<file path="src/rtl/stg_pkg.sv">
package stg_pkg;

    localparam int STG_FW = 16;

    localparam int ADR_CTRL = 0;
    localparam int ADR_SIZE = 1;
    localparam int ADR_BACK = 2;
    localparam int ADR_FRONT = 3;
    localparam int ADR_SYNC = 4;
    localparam int ADR_POL = 5;

    localparam int BIT_RUN = 31;
    localparam int BIT_ILACE = 4;
    localparam int BIT_DOUBLE = 0;
    localparam int BIT_VPOL = 1;
    localparam int BIT_HPOL = 0;

    typedef struct packed {
        logic [STG_FW-1:0] ha;
        logic [STG_FW-1:0] hf;
        logic [STG_FW-1:0] hs;
        logic [STG_FW-1:0] hb;
        logic [STG_FW-1:0] va;
        logic [STG_FW-1:0] vf;
        logic [STG_FW-1:0] vs;
        logic [STG_FW-1:0] vb;
        logic              ilace;
        logic              dbl;
        logic              pol_v;
        logic              pol_h;
    } stg_cfg_t;

endpackage

</file>
<file path="src/rtl/stg_regfile.sv">
module stg_regfile
    import stg_pkg::*;
#(
    parameter int AW = 3,
    parameter int DW = 32
) (
    input  logic          clk,
    input  logic          rst_n,
    input  logic          we,
    input  logic [AW-1:0] addr,
    input  logic [DW-1:0] wdata,
    input  logic          frame_end,
    output stg_cfg_t      work,
    output logic          run
);
    localparam int HI = DW / 2;

    typedef struct packed {
        stg_cfg_t shd;
        stg_cfg_t wrk;
        logic     run;
    } rf_t;

    rf_t st_q, st_d;

    always_comb begin
        st_d = st_q;
        if (we) begin
            case (addr)
                AW'(ADR_CTRL): begin
                    st_d.run       = wdata[BIT_RUN];
                    st_d.shd.ilace = wdata[BIT_ILACE];
                    st_d.shd.dbl   = wdata[BIT_DOUBLE];
                end
                AW'(ADR_SIZE): begin
                    st_d.shd.va = wdata[HI +: STG_FW];
                    st_d.shd.ha = wdata[0 +: STG_FW];
                end
                AW'(ADR_BACK): begin
                    st_d.shd.vb = wdata[HI +: STG_FW];
                    st_d.shd.hb = wdata[0 +: STG_FW];
                end
                AW'(ADR_FRONT): begin
                    st_d.shd.vf = wdata[HI +: STG_FW];
                    st_d.shd.hf = wdata[0 +: STG_FW];
                end
                AW'(ADR_SYNC): begin
                    st_d.shd.vs = wdata[HI +: STG_FW];
                    st_d.shd.hs = wdata[0 +: STG_FW];
                end
                AW'(ADR_POL): begin
                    st_d.shd.pol_v = wdata[BIT_VPOL];
                    st_d.shd.pol_h = wdata[BIT_HPOL];
                end
                default: ;
            endcase
        end
        if (!st_q.run || frame_end) begin
            st_d.wrk = st_d.shd;
        end
    end

    always_ff @(posedge clk or negedge rst_n) begin
        if (!rst_n) st_q <= '0;
        else        st_q <= st_d;
    end

    assign work = st_q.wrk;
    assign run  = st_q.run;

    p_cfg_hold_r10: assert property (@(posedge clk) disable iff (!rst_n)
        (st_q.run && !frame_end) |=> $stable(st_q.wrk))
        else $error("working timing changed inside a frame");

endmodule

</file>
<file path="src/rtl/stg_geom.sv">
module stg_geom
    import stg_pkg::*;
#(
    parameter int CW = STG_FW + 2
) (
    input  stg_cfg_t      cfg,
    output logic [CW-1:0] h_act,
    output logic [CW-1:0] h_sstart,
    output logic [CW-1:0] h_send,
    output logic [CW-1:0] h_total,
    output logic [CW-1:0] h_half,
    output logic [CW-1:0] v_act,
    output logic [CW-1:0] v_sstart,
    output logic [CW-1:0] v_send,
    output logic [CW-1:0] v_total
);
    logic [CW-1:0] va_full;
    logic          unused_cfg;

    assign unused_cfg = ^{cfg.dbl, cfg.pol_h, cfg.pol_v};

    always_comb begin
        h_act    = CW'(cfg.ha) + CW'(1);
        h_sstart = CW'(cfg.ha) + CW'(cfg.hf) + CW'(2);
        h_send   = h_sstart + CW'(cfg.hs) + CW'(1);
        h_total  = CW'(cfg.ha) + CW'(cfg.hf) + CW'(cfg.hb) + CW'(3);
        h_half   = h_total >> 1;
        va_full  = CW'(cfg.va) + CW'(1);
        v_act    = cfg.ilace ? (va_full >> 1) : va_full;
        v_sstart = v_act + CW'(cfg.vf) + CW'(1);
        v_send   = v_sstart + CW'(cfg.vs) + CW'(1);
        v_total  = v_act + CW'(cfg.vf) + CW'(cfg.vb) + CW'(2);
    end

endmodule

</file>
<file path="src/rtl/stg_counter.sv">
module stg_counter #(
    parameter int CW = 18
) (
    input  logic          clk,
    input  logic          rst_n,
    input  logic          run,
    input  logic          ilace,
    input  logic [CW-1:0] h_total,
    input  logic [CW-1:0] v_total,
    output logic [CW-1:0] hc,
    output logic [CW-1:0] vc,
    output logic          fld,
    output logic          frame_end
);
    typedef struct packed {
        logic [CW-1:0] hc;
        logic [CW-1:0] vc;
        logic          fld;
    } cnt_t;

    cnt_t c_q, c_d;
    logic line_end;
    logic field_end;

    always_comb begin
        line_end  = (c_q.hc == h_total - CW'(1));
        field_end = line_end && (c_q.vc == v_total - CW'(1));
        frame_end = run && field_end && (!ilace || c_q.fld);
        c_d = c_q;
        if (!run) begin
            c_d = '0;
        end else if (line_end) begin
            c_d.hc = '0;
            if (field_end) begin
                c_d.vc  = '0;
                c_d.fld = frame_end ? 1'b0 : 1'b1;
            end else begin
                c_d.vc = c_q.vc + CW'(1);
            end
        end else begin
            c_d.hc = c_q.hc + CW'(1);
        end
    end

    always_ff @(posedge clk or negedge rst_n) begin
        if (!rst_n) c_q <= '0;
        else        c_q <= c_d;
    end

    assign hc  = c_q.hc;
    assign vc  = c_q.vc;
    assign fld = c_q.fld;

    p_h_bound_r1: assert property (@(posedge clk) disable iff (!rst_n)
        run |-> (c_q.hc < h_total))
        else $error("pixel counter beyond line length");

    p_frame_wrap_r3: assert property (@(posedge clk) disable iff (!rst_n)
        frame_end |=> (c_q.hc == '0 && c_q.vc == '0 && !c_q.fld))
        else $error("frame did not restart at origin");

    p_prog_field_r6: assert property (@(posedge clk) disable iff (!rst_n)
        !ilace |-> !c_q.fld)
        else $error("second field seen in progressive scan");

endmodule

</file>
<file path="src/rtl/stg_decode.sv">
module stg_decode #(
    parameter int CW = 18,
    parameter int FW = 16
) (
    input  logic          clk,
    input  logic          rst_n,
    input  logic          run,
    input  logic          ilace,
    input  logic          dbl,
    input  logic          pol_h,
    input  logic          pol_v,
    input  logic [CW-1:0] hc,
    input  logic [CW-1:0] vc,
    input  logic          fld,
    input  logic [CW-1:0] h_act,
    input  logic [CW-1:0] h_sstart,
    input  logic [CW-1:0] h_send,
    input  logic [CW-1:0] h_half,
    input  logic [CW-1:0] v_act,
    input  logic [CW-1:0] v_sstart,
    input  logic [CW-1:0] v_send,
    output logic          hsync,
    output logic          vsync,
    output logic          de,
    output logic [FW-1:0] px_x,
    output logic [FW-1:0] px_y,
    output logic          field_id
);
    logic hs_act;
    logic vs_act;

    always_comb begin
        hs_act = run && (hc >= h_sstart) && (hc < h_send);
        if (ilace && fld) begin
            vs_act = run && (((vc == v_sstart) && (hc >= h_half)) ||
                             ((vc > v_sstart) && (vc < v_send)) ||
                             ((vc == v_send) && (hc < h_half)));
        end else begin
            vs_act = run && (vc >= v_sstart) && (vc < v_send);
        end
        de       = run && (hc < h_act) && (vc < v_act);
        hsync    = hs_act ~^ pol_h;
        vsync    = vs_act ~^ pol_v;
        px_x     = de ? FW'(dbl ? (hc >> 1) : hc) : '0;
        px_y     = de ? FW'(ilace ? {vc, fld} : {1'b0, vc}) : '0;
        field_id = run && fld;
    end

    p_de_no_hsync_r4: assert property (@(posedge clk) disable iff (!rst_n)
        de |-> !hs_act)
        else $error("visible strobe overlaps horizontal sync");

    p_idle_r9: assert property (@(posedge clk) disable iff (!rst_n)
        !run |-> (!de && hsync == !pol_h && vsync == !pol_v && px_x == '0))
        else $error("outputs not idle while disabled");

    p_dbl_pair_r5: assert property (@(posedge clk) disable iff (!rst_n)
        (de && dbl && hc[0]) |-> (px_x == $past(px_x)))
        else $error("doubled pixel not held for two clocks");

endmodule

</file>
<file path="src/rtl/scan_timing_gen.sv">
module scan_timing_gen
    import stg_pkg::*;
#(
    parameter int AW = 3,
    parameter int DW = 32,
    parameter int FW = STG_FW
) (
    input  logic          clk,
    input  logic          rst_n,
    input  logic          cfg_we,
    input  logic [AW-1:0] cfg_addr,
    input  logic [DW-1:0] cfg_wdata,
    output logic          hsync,
    output logic          vsync,
    output logic          de,
    output logic [FW-1:0] px_x,
    output logic [FW-1:0] px_y,
    output logic          field_id
);
    localparam int CW = STG_FW + 2;

    stg_cfg_t      work;
    logic          run;
    logic          frame_end;
    logic [CW-1:0] h_act, h_sstart, h_send, h_total, h_half;
    logic [CW-1:0] v_act, v_sstart, v_send, v_total;
    logic [CW-1:0] hc, vc;
    logic          fld;

    stg_regfile #(.AW(AW), .DW(DW)) u_regs (
        .clk(clk), .rst_n(rst_n), .we(cfg_we), .addr(cfg_addr),
        .wdata(cfg_wdata), .frame_end(frame_end), .work(work), .run(run)
    );

    stg_geom #(.CW(CW)) u_geom (
        .cfg(work), .h_act(h_act), .h_sstart(h_sstart), .h_send(h_send),
        .h_total(h_total), .h_half(h_half), .v_act(v_act),
        .v_sstart(v_sstart), .v_send(v_send), .v_total(v_total)
    );

    stg_counter #(.CW(CW)) u_cnt (
        .clk(clk), .rst_n(rst_n), .run(run), .ilace(work.ilace),
        .h_total(h_total), .v_total(v_total), .hc(hc), .vc(vc),
        .fld(fld), .frame_end(frame_end)
    );

    stg_decode #(.CW(CW), .FW(FW)) u_dec (
        .clk(clk), .rst_n(rst_n), .run(run), .ilace(work.ilace),
        .dbl(work.dbl), .pol_h(work.pol_h), .pol_v(work.pol_v),
        .hc(hc), .vc(vc), .fld(fld), .h_act(h_act), .h_sstart(h_sstart),
        .h_send(h_send), .h_half(h_half), .v_act(v_act),
        .v_sstart(v_sstart), .v_send(v_send), .hsync(hsync),
        .vsync(vsync), .de(de), .px_x(px_x), .px_y(px_y),
        .field_id(field_id)
    );

endmodule

</file>
<file path="config.mk">
export PLATFORM = sky130hd
export DESIGN_NAME = scan_timing_gen
export DESIGN_NICKNAME = d
export VERILOG_FILES = /design/src/rtl/stg_pkg.sv /design/src/rtl/stg_regfile.sv /design/src/rtl/stg_geom.sv /design/src/rtl/stg_counter.sv /design/src/rtl/stg_decode.sv /design/src/rtl/scan_timing_gen.sv
export SDC_FILE = /design/constraint.sdc
export NUM_CORES = 1
export LEC_CHECK = 0
export ABC_AREA = 1
export CORE_MARGIN = 3
export CORE_UTILIZATION = 25
export CTS_BUF_LIST = sky130_fd_sc_hd__clkbuf_16
export DETAILED_ROUTE_END_ITERATION = 12
export DONT_BUFFER_PORTS = 1
export GPL_ROUTABILITY_DRIVEN = 0
export PLACE_DENSITY_LB_ADDON = 0.12
export SYNTH_ARGS = -nofsm -noshare
export SYNTH_HDL_FRONTEND = slang
export SYNTH_SLANG_ARGS = --single-unit
</file>
<file path="constraint.sdc">
create_clock -name clk -period 6.6 [get_ports clk]
set_clock_uncertainty 0.15 [all_clocks]
set_input_delay 0.66 -clock clk [delete_from_list [all_inputs] [get_ports clk]]
set_output_delay 0.66 -clock clk [all_outputs]
set_load 0.1 [all_outputs]
</file>
-- Word level (Yosys, flattened, before mapping)
Cells that the tools add are included.
W data, S select, Z words.
- bits in registers: 302
- input bits: 38
- word-level logic and storage cells: 115
- add/subtract/negate cells: 18
- $lt $le $gt $ge: 9
- equality and inequality tests: 11
- multiplexer cells: 23
- bitwise gates (word level): 2
- reductions and logical operators: 24
- operator list (cell ; count):
    $mux W16 ; 12
    $mux W132 ; 1
    $add A18 B1 Y18 const B ; 5
    $add A18 B16 Y18 ; 5
    $eq A18 B18 Y1 ; 4
    $add A18 B2 Y18 const B ; 3
    $lt A18 B18 Y1 ; 3
    $mux W18 ; 3
    $mux W37 ; 1
    $ge A18 B18 Y1 ; 2
    $lt A18 B17 Y1 ; 2
    $sub A18 B1 Y18 const B ; 2
    $add A16 B1 Y17 const B ; 2
    $mux W19 ; 1
    $ge A18 B17 Y1 ; 1
    $gt A18 B18 Y1 ; 1
    $add A16 B16 Y17 ; 1
    $logic_and A1 B1 Y1 ; 15
    $eq A3 B2 Y1 const B ; 2
    $eq A3 B3 Y1 const B ; 2
    $logic_or A1 B1 Y1 ; 4
    $mux W2 ; 2
    $ne A2 B1 Y1 const B ; 2
    $reduce_and A2 Y1 ; 2
    5 further kinds ; 9

-- Longest topological paths before layout
Gate-level depths: netlist of run 1.
- word-level depth: 14
- depth in mapped cells: 44

-- Cells and area by module
A second synthesis of run 1 with hierarchy kept.
- cell total of the unflattened synthesis: 4005
- area, all modules: 27609.0 um^2
- modules (own cells, without submodules) (module ; times used ; cells each ; area an instance (um^2) ; seq. area each (um^2)):
    stg_regfile ; 1 ; 1441 ; 12255.5 ; 6631.4
    stg_geom ; 1 ; 1254 ; 7161.9 ; 0.0
    stg_decode ; 1 ; 682 ; 4269.1 ; 0.0
    stg_counter ; 1 ; 628 ; 3922.5 ; 925.9

-- Worst setup path after synthesis of run 1
OpenSTA, ideal clock, no wires.
- path kind: register to output
- start: reg u_regs.st_q, in the netlist u_regs.work[54]
- end: out px_x[10]
- arrival: 6.996 ns
- required time: 5.790 ns
- setup slack: -1.206 ns
- cell stages (with the launch flop): 21
- cells stage by stage: dfrtp_1 -> nand4_1 -> nor2_1 -> inv_1 -> nor2_1 -> inv_1 -> nor4_1 -> nand2_1 -> nor3_1 -> xor2_1 -> or2_2 -> o21ai_0 -> inv_1 -> ha_1 -> a21o_1 -> a2111oi_0 -> o211ai_1 -> nor2_1 -> inv_1 -> clkbuf_1 -> a211oi_1
- longest elaborated chain between the ends: 5
- ends and longest elaborated chain (what ; RTL line ; text):
    start: declaration ; stg_regfile.sv:24 ; rf_t st_q, st_d;
    start signal: assignment ; stg_regfile.sv:65 ; else st_q <= st_d;
    $add A16 B1 Y17 ; stg_geom.sv:28 ; va_full = CW'(cfg.va) + CW'(1);
    $mux W18 ; stg_geom.sv:29 ; v_act = cfg.ilace ? (va_full >> 1) : va_full;
    $lt A18 B18 Y1 ; stg_decode.sv:41 ; de = run && (hc < h_act) && (vc < v_act);
    $logic_and A1 B1 Y1 ; stg_decode.sv:41 ;
    named net de ; scan_timing_gen.sv:15 ; output logic de,
    $mux W16 ; stg_decode.sv:44 ; px_x = de ? FW'(dbl ? (hc >> 1) : hc) : '0;
    end: declaration ; scan_timing_gen.sv:16 ; output logic [FW-1:0] px_x,
The timed path passes the listed nets, and every way through them passes these cells.

-- Worst setup path in the final report of run 1
- start: reg u_regs.st_q, in the netlist u_regs.work[53]
- end: out vsync
- longest elaborated chain between the ends: 13
- ends and longest elaborated chain (what ; RTL line ; text):
    $add A16 B1 Y17 (*) ; stg_geom.sv:28 ;
    $mux W18 (*) ; stg_geom.sv:29 ;
    $add A18 B16 Y18 (*) ; stg_geom.sv:30 ; v_sstart = v_act + CW'(cfg.vf) + CW'(1);
    $add A18 B1 Y18 (*) ; stg_geom.sv:30 ;
    $add A18 B16 Y18 ; stg_geom.sv:31 ; v_send = v_sstart + CW'(cfg.vs) + CW'(1);
    $add A18 B1 Y18 ; stg_geom.sv:31 ;
    $lt A18 B18 Y1 ; stg_decode.sv:36, stg_decode.sv:39 ;
    $logic_and A1 B1 Y1 ; stg_decode.sv:36 ; ((vc > v_sstart) && (vc < v_send)) ||
    $logic_or A1 B1 Y1 ; stg_decode.sv:35 ; vs_act = run && (((vc == v_sstart) && (hc >= h_half)) ||
    $logic_or A1 B1 Y1 ; stg_decode.sv:36 ;
    $logic_and A1 B1 Y1 ; stg_decode.sv:35 ;
    $mux W1 (*) ; stg_decode.sv:34 ; if (ilace && fld) begin
    $xnor A1 B1 Y1 (*) ; stg_decode.sv:43 ; vsync = vs_act ~^ pol_v;
    end: declaration ; scan_timing_gen.sv:14 ; output logic vsync,
Mark *: on every way between the ends. The rest lies on a longest branch, timed or not.

==> results.md, run 1 <==
- Detail-routed net length per standard cell: 16.91 um
- Cell mode on critical path: nand4_1
- Gate Count Post-Synth: 3228
- Synth top area cells: dfrtp_1 (33%), nand2_1 (15%), ha_1 (13%)
- Outcome: complete, but fails checks
- Synth cell types: 50
- Max_cap viols: 0
- PortBufs: 0
- Worst Setup End Kind: output pin
- Worst-Margin Slew: 1.382 ns
- RSZ-0062 raised after global routing: yes
- Area grow syn2layout: 30.88%
- Syn_nets: 3514
- Clock Latency Late Sink: 0.59 ns
- Final Cycle Share: 107.4%
- Layout cells sized above 1: 19.90%
- Drt drc: 0
- GRT Overall Usage: 16.55%
- Synth top cells by count: nand2_1 (957), inv_1 (374), dfrtp_1 (302)
- CTS tree: built
- Total CTS buffers: 39
- Worst path required time: ~5.8 ns
- Post-route ant nets: 0
- CTS sink cnt: just over 300
- Initial antenna violation count: 3
- CP max FO: 3
- Worst-path clk slew: 0.06 ns
- Post-synth ARST share: 100.0%
- Hold slack final: -0.3535 ns
- Die ar.: 0.09648 mm2
- Initial Util: 25.27%
- Iteration-0 DRC count of the detailed router: 1310
- WS Path Type: reg -> out
- Final WL: 81420 um
- NumNets Final: about 3800
- Synthesized area: 0.02320 mm2
- Ports: 74
- Routed vias: about 22000
- Max incr delay on CP: 0.40 ns
- Sequential share of the synthesized area: 32.58%
- CP Launch Type: flip-flop
- First-pass GRT wire length: 125700 um
- Crit path time final: just over 7 ns
- Worst min path class: in -> async
- Largest net degree at the start of global routing: slightly above 300
- Max-slew headroom: 7.889%
- Core ar.: between 0.09 and 0.1 mm2
- Avg Cell Area, Syn: 7.187 um2
- Die H: about 310 um
- Final hold viol count: 302
- 1st-pass router iterations: 5
- H-tree depth: 2
- Multi-input gate area: about 0.015 mm2
- Post-synth EDFFs: 0
- Via-to-Cell Ratio: 4.506
- Detailed Place HPWL: 63580 um
- Predominant post-synthesis flop cell: dfrtp_1
- Synth top area share: 32.58%
- Final setup violation count: 1
- Ys Warns: 0
- Synthesis-stage register bit count: 302
- Crit-path slowest cell: dfrtp_1
- Vias in the first global route: 21036
- Row Count: around 110
- Die width: 310.6 um
- Fmax: 0.1410 GHz
- Clock Path Buffers: 3
- Setup slack after layout: -0.4910 ns
- Clk root buf: clkbuf_16
- Leading area contributor after synthesis: dfrtp_1
- Slew Viols, Final: 0
- Total grt overflow: 0
- Count leader, synth: nand2_1
- Dpl ws: -0.3774 ns
- FF+latch area: 0.007561 mm2
- CP arrival: around 6.3 ns
- Failing checks: hold timing, setup timing
- FILL cells: 9887
layout make-up:
class | count | share of cell area [%]
clock buffers | 39 | 3.214
well taps | 1243 | 5.122
repair buffers | 363 | 10.75
flip-flops and latches | 302 | 24.90
clock inverters | 31 | 0.8036
inverters | 383 | 4.735
multi-input cells | 2450 | 50.43
diodes | 5 | 0.04121
cell usage in the layout (no fill, tap or decap), types with 8 or more instances in the layout:
| cell | netlist | layout |
|---|---|---|
| nand2_1 | 957 | 925 |
| inv_1 | 374 | 356 |
| buf_4 | 9 | 315 |
| dfrtp_1 | 302 | 299 |
| nand3_1 | 271 | 258 |
| ha_1 | 242 | 212 |
| nor2_1 | 213 | 191 |
| o21ai_0 | 193 | 164 |
| a21oi_1 | 137 | 117 |
| xor2_1 | 110 | 89 |
| nand4_1 | 71 | 71 |
| nor3_1 | 49 | 41 |
| buf_12 | 0 | 41 |
| clkbuf_16 | 0 | 39 |
| nand2_2 | 10 | 35 |
| inv_2 | 9 | 35 |
| xnor2_1 | 43 | 33 |
| a211oi_4 | 0 | 31 |
| ha_4 | 0 | 25 |
| nor2_2 | 3 | 20 |
| a21oi_2 | 0 | 20 |
| o21ai_2 | 0 | 18 |
| xor2_2 | 0 | 18 |
| nand3_2 | 3 | 14 |
| o21ai_1 | 0 | 11 |
| xnor2_2 | 0 | 10 |
| nand3b_1 | 9 | 9 |
| o21bai_1 | 11 | 9 |
| nor3_2 | 3 | 9 |
| a31oi_1 | 11 | 8 |
| o211ai_1 | 8 | 8 |
| nand2_4 | 1 | 8 |
stage by stage:
stage | instances | instance area, um2 | util [%] | hold WS (ns) | TNS [ns]
2_1_floorplan | 3228 | 23370 | - | 0.2144 | 0
3_3_place_gp | 4689 | 27590 | 30.05 | 0.2373 | -0.3109
3_5_place_dp | 4689 | 27590 | 30.05 | 0.2344 | -0.3774
4_1_cts | 4782 | 29440 | 32.07 | -0.4059 | -0.7813
5_1_grt | 4811 | 30350 | 33.06 | -0.3898 | -1.368
6_report | 4816 | 30360 | 33.07 | -0.3535 | -0.4910
worst max-delay path, delay by kind of cell, from the launching register on:
family / cells / cell delay, ns
adders and majority gates: 5 / 1.36
and+or+nand+nor: 20 / 2.34
AOI/OAI and AO/OA: 4 / 0.61
buffers and inverters: 7 / 0.69
DFF: 1 / 0.40
xor gates and xnor gates: 2 / 0.31
what timing repair did:
item                       4_1_cts  5_1_grt
pin swaps                       74      112
buffers inserted                23       29
gates resized for setup        116      152
hold endpoints to repair       302      302
setup endpoints to repair        2        5
metal layers:
layer	wire, um	up-vias	track usage (%)
met4	1326	2	3.197
met2	33530	240	24.28
met5	13	-	0
li1	-	11191	-
met1	43840	10200	25.62
met3	2713	66	2.278
worst paths after layout:
check	startpoint	end	slack, ns	depth (start not counted)
max	u_regs.work[53]$_DFFE_PN0N_	vsync	-0.49	38
min	rst_n	u_regs.work[6]$_DFFE_PN0N_	-0.35	0
max reg2reg	u_regs.work[52]$_DFFE_PN0N_	u_regs.work[75]$_DFFE_PN0N_	0.77	34
min reg2reg	u_regs.work[56]$_DFFE_PN0N_	u_regs.work[56]$_DFFE_PN0N_	0.32	2
max in group asynchronous	rst_n	u_regs.work[75]$_DFFE_PN0N_	5.55	0
min in group clk	cfg_wdata[6]	u_regs.st_q[207]$_DFF_PN0_	0.21	2
cell families after synthesis:
logic type / count (synthesis) / share of synthesized area, %
flip-flops: 302 / 32.58
AO/OA/AOI/OAI: 432 / 10.46
buffers and inverters: 476 / 8.155
XOR/XNOR: 153 / 5.776
AND/OR/NAND/NOR: 1617 / 29.46
adder cells (fa/ha/maj): 248 / 13.57
sequential cells by signal, indices dropped and copies added, names as in the netlist:
| name | flops |
|---|---|
| u_regs.run | 1 |
| u_regs.work | 132 |
| u_regs.st_q | 132 |
| u_cnt.fld | 1 |
| u_cnt.hc | 18 |
| u_cnt.vc | 18 |
Power of run 1 is left out: the tool's default activity adds up to more than one toggle a clock period on the data nets, which glitch-free logic cannot reach.
==> run 2, diff against run 1 <==
--- a/config.mk
+++ b/config.mk
@@ -6,5 +6,5 @@
 export NUM_CORES = 1
 export LEC_CHECK = 0
-export ABC_AREA = 1
+export ABC_AREA = 0
 export CORE_MARGIN = 3
 export CORE_UTILIZATION = 25
==> constraint.sdc (replaced) <==
create_clock -name clk -period 6.6 [get_ports clk]
set_clock_uncertainty 0.15 [all_clocks]
set_input_delay 0.33 -clock clk [delete_from_list [all_inputs] [get_ports clk]]
set_output_delay 0.33 -clock clk [all_outputs]
set_load 0.1 [all_outputs]
==> run 2 against run 1 <==
Net effect: the flow still finishes with violations (hold timing, setup timing); final cell count fell by 20%; via count shrank 16%; setup slack worse by 0.085 ns; clock-buffer cell count fell by 1; non-clock buffer count is 2 higher; sequential share of layout area grew 1.7 points; first-iteration DRC count down 44%; utilization shrank 0.41 points; cell area shrank 6.2%; synthesized area shrank 4.7%; maximum frequency fell by 1.2%; largest cell class unchanged.
==> results.md, run 2 <==
- Ys Warns: 0
- Sequential share of the synthesized area: approximately a third
- Iteration-0 DRC count of the detailed router: 734
- Worst Setup End Kind: output pin
- Setup slack after layout: -0.5762 ns
- Row Count: 108
- Max incr delay on CP: 0.59 ns
- Ports: 74
- Detail-routed net length per standard cell: 19.20 um
- Final hold viol count: 302
- Worst path required time: 6.12 ns
- Worst min path class: in -> async
- Die H: 303.3 um
- Total grt overflow: 0
- Largest net degree at the start of global routing: ~300
- First-pass GRT wire length: approximately 110000 um
- Initial antenna violation count: 3
- Ant diodes: 0
- CTS tree: built
- Post-synth ARST share: 100.0%
- Crit-path slowest cell: or4b_4
- M1 WL: 31350 um
- Syn_nets: 2644
- Count leader, synth: nor2_1
- H-tree depth: 2
- Clock Latency Late Sink: 0.58 ns
- Hold slack final: -0.6920 ns
- Met2 WL post-DR: 38700 um
- Routed vias: 18166
- Detailed Place HPWL: 53460 um
- Synth top cells by count: nor2_1 (371), dfrtp_1 (302), ha_1 (242)
- Gate Count Post-Synth: 2358
- CP max FO: 5
- Final WL: 74060 um
- Avg Cell Area, Syn: approximately 9.4 um2
- Layout cells sized above 1: 27.60%
- Clk root buf: clkbuf_16
- Total CTS buffers: 38
- Max-slew headroom: between 20 and 25%
- Clock Path Buffers: 3
- WS Path Type: reg -> out
- Most frequent cells in the layout: nor2_1 (325), buf_4 (301), dfrtp_1 (299), ha_1 (222), mux2_2 (158)
- Synth top area cells: dfrtp_1 (34%), ha_1 (14%), mux2_2 (8.1%)
- Hold buffer count at cts: 38
- Met3 WL post-DR: 1720 um
- GRT Overall Usage: 15.66%
- Synthesized area: 0.02210 mm2
- Leading area contributor after synthesis: dfrtp_1
- Initial Util: approximately a quarter
- Buf+Inv Stages, Crit Path: 3
- Final setup violation count: 1
- Via-to-Cell Ratio: approximately 4.7
- Post-synth EDFFs: 0
- Drt drc: 0
- Worst-Margin Slew: between 1 and 1.5 ns
- 1st-pass router iterations: 4
- CTS sink cnt: 302
- Core ar.: 0.08716 mm2
- Vias in the first global route: 18987
- Synth cell types: 85
- Synth top area share: around a third
- Post-layout util: between 30% and 40%
- RSZ-0062 raised after global routing: yes
- Final Cycle Share: 108.7%
- Worst-path clk slew: 0.06 ns
- CP delay by family, top: compound AO/OA/AOI/OAI gates
- Failing checks: hold timing, setup timing
- CP Launch Type: flip-flop
- Cell mode on critical path: o211ai_1
- Synthesis-stage register bit count: between 300 and 400
- Fmax: between 0.1 and 0.15 GHz
- NumNets Final: 2962
- Max_cap viols: 0
- Die width: 303.3 um
- Slew Viols, Final: 0
- Crit path time final: 7.176 ns
- CP arrival: 6.70 ns
- Post-route ant nets: 0
- Die ar.: 0.09200 mm2
- Area grow syn2layout: 28.81%
- Predominant post-synthesis flop cell: dfrtp_1
- Commonest non-fill, non-tap cell in the layout: nor2_1
- DR top layer: met4
- Outcome: complete, but fails checks
- PortBufs: 0
## run 2: worst paths after layout
path	from	end	slack (ns)	cells past startpoint
setup / recovery	u_regs.work[54]$_DFFE_PN0N_	vsync	-0.58	28
hold / removal	rst_n	u_regs.st_q[195]$_DFF_PN0_	-0.69	0
setup reg to reg	u_regs.work[54]$_DFFE_PN0N_	u_regs.work[94]$_DFFE_PN0N_	0.21	27
hold reg to reg	u_regs.st_q[264]$_DFF_PN0_	u_regs.st_q[264]$_DFF_PN0_	0.34	1
max in group asynchronous	rst_n	u_cnt.hc[4]$_DFF_PN0_	6.35	0
min in group clk	cfg_we	u_regs.st_q[136]$_DFF_PN0_	0.16	3
## run 2: layout make-up
class	instances	area, um2
multi-input combinational	1835	14690
sequential	302	7561
timing repair buffer	365	3082
clock inverter	29	232.7
tap	1155	1445
clock buffer	38	950.9
fill	9013	58690
inverter	134	503.0
## run 2: routing by layer
layer / global-route usage, % / vias to the layer above
li1: - / 8951
met5: 0 / -
met2: 29.27 / 203
met4: 5.130 / 0
met3: 1.926 / 100
met1: 18.44 / 8912
## run 2: what timing repair did
item | in CTS | in global routing
gates cloned | 0 | 6
endpoints found under the hold margin | 566 | 302
pin swaps | 60 | 72
buffers inserted | 34 | 28
endpoints found under the setup margin | 138 | 153
gates resized for setup | 77 | 115
## run 2: metrics by stage
| stage | setup slack (ns) | hold slack, ns | TNS, ns | instances | instance area, um2 |
|---|---|---|---|---|---|
| 2_1_floorplan | 0.01000 | -0.1156 | 0 | 2358 | 22200 |
| 3_3_place_gp | -0.3542 | -0.1000 | -19.09 | 3688 | 25390 |
| 3_5_place_dp | -0.2940 | -0.09996 | -15.31 | 3688 | 25390 |
| 4_1_cts | -0.6464 | -0.7405 | -0.6773 | 3826 | 27590 |
| 5_1_grt | -1.023 | -0.7350 | -2.837 | 3858 | 28470 |
| 6_report | -0.5762 | -0.6920 | -0.5762 | 3858 | 28470 |
## run 2: cells by family (layout without fill, tap and decap cells)
logic type / Yosys count / count (layout) / share of synthesized area, %
AOI/OAI and AO/OA: 405 / 405 / 12.36
xor gates and xnor gates: 195 / 195 / 7.728
DFF: 302 / 302 / 34.20
and+or+nand+nor: 767 / 767 / 16.30
muxes: 220 / 220 / 11.01
adders and majority gates: 248 / 248 / 14.24
buffers and inverters: 221 / 566 / 4.156
## run 2: worst reg2reg max path, stage by stage, from the launching register on
cell,delay (ns)
dfrtp_2,0.46
buf_6,0.16
a311oi_2,0.23
a21oi_1,0.06
o22a_2,0.23
ha_4,0.28
o211ai_1,0.11
o211ai_1,0.26
buf_4,0.17
a41oi_4,0.14
o21ai_0,0.18
a21oi_1,0.10
xnor2_1,0.44
ha_1,0.38
a21o_1,0.23
a21oi_4,0.14
buf_4,0.12
nor2b_1,0.06
or3_4,0.38
o221ai_4,0.19
a211oi_2,0.10
nand4bb_4,0.21
a2111oi_4,0.35
buf_4,0.20
a31o_4,0.16
buf_12,0.16
buf_16,0.19
mux2_2,0.39
Power of run 2 is left out for the same reason.
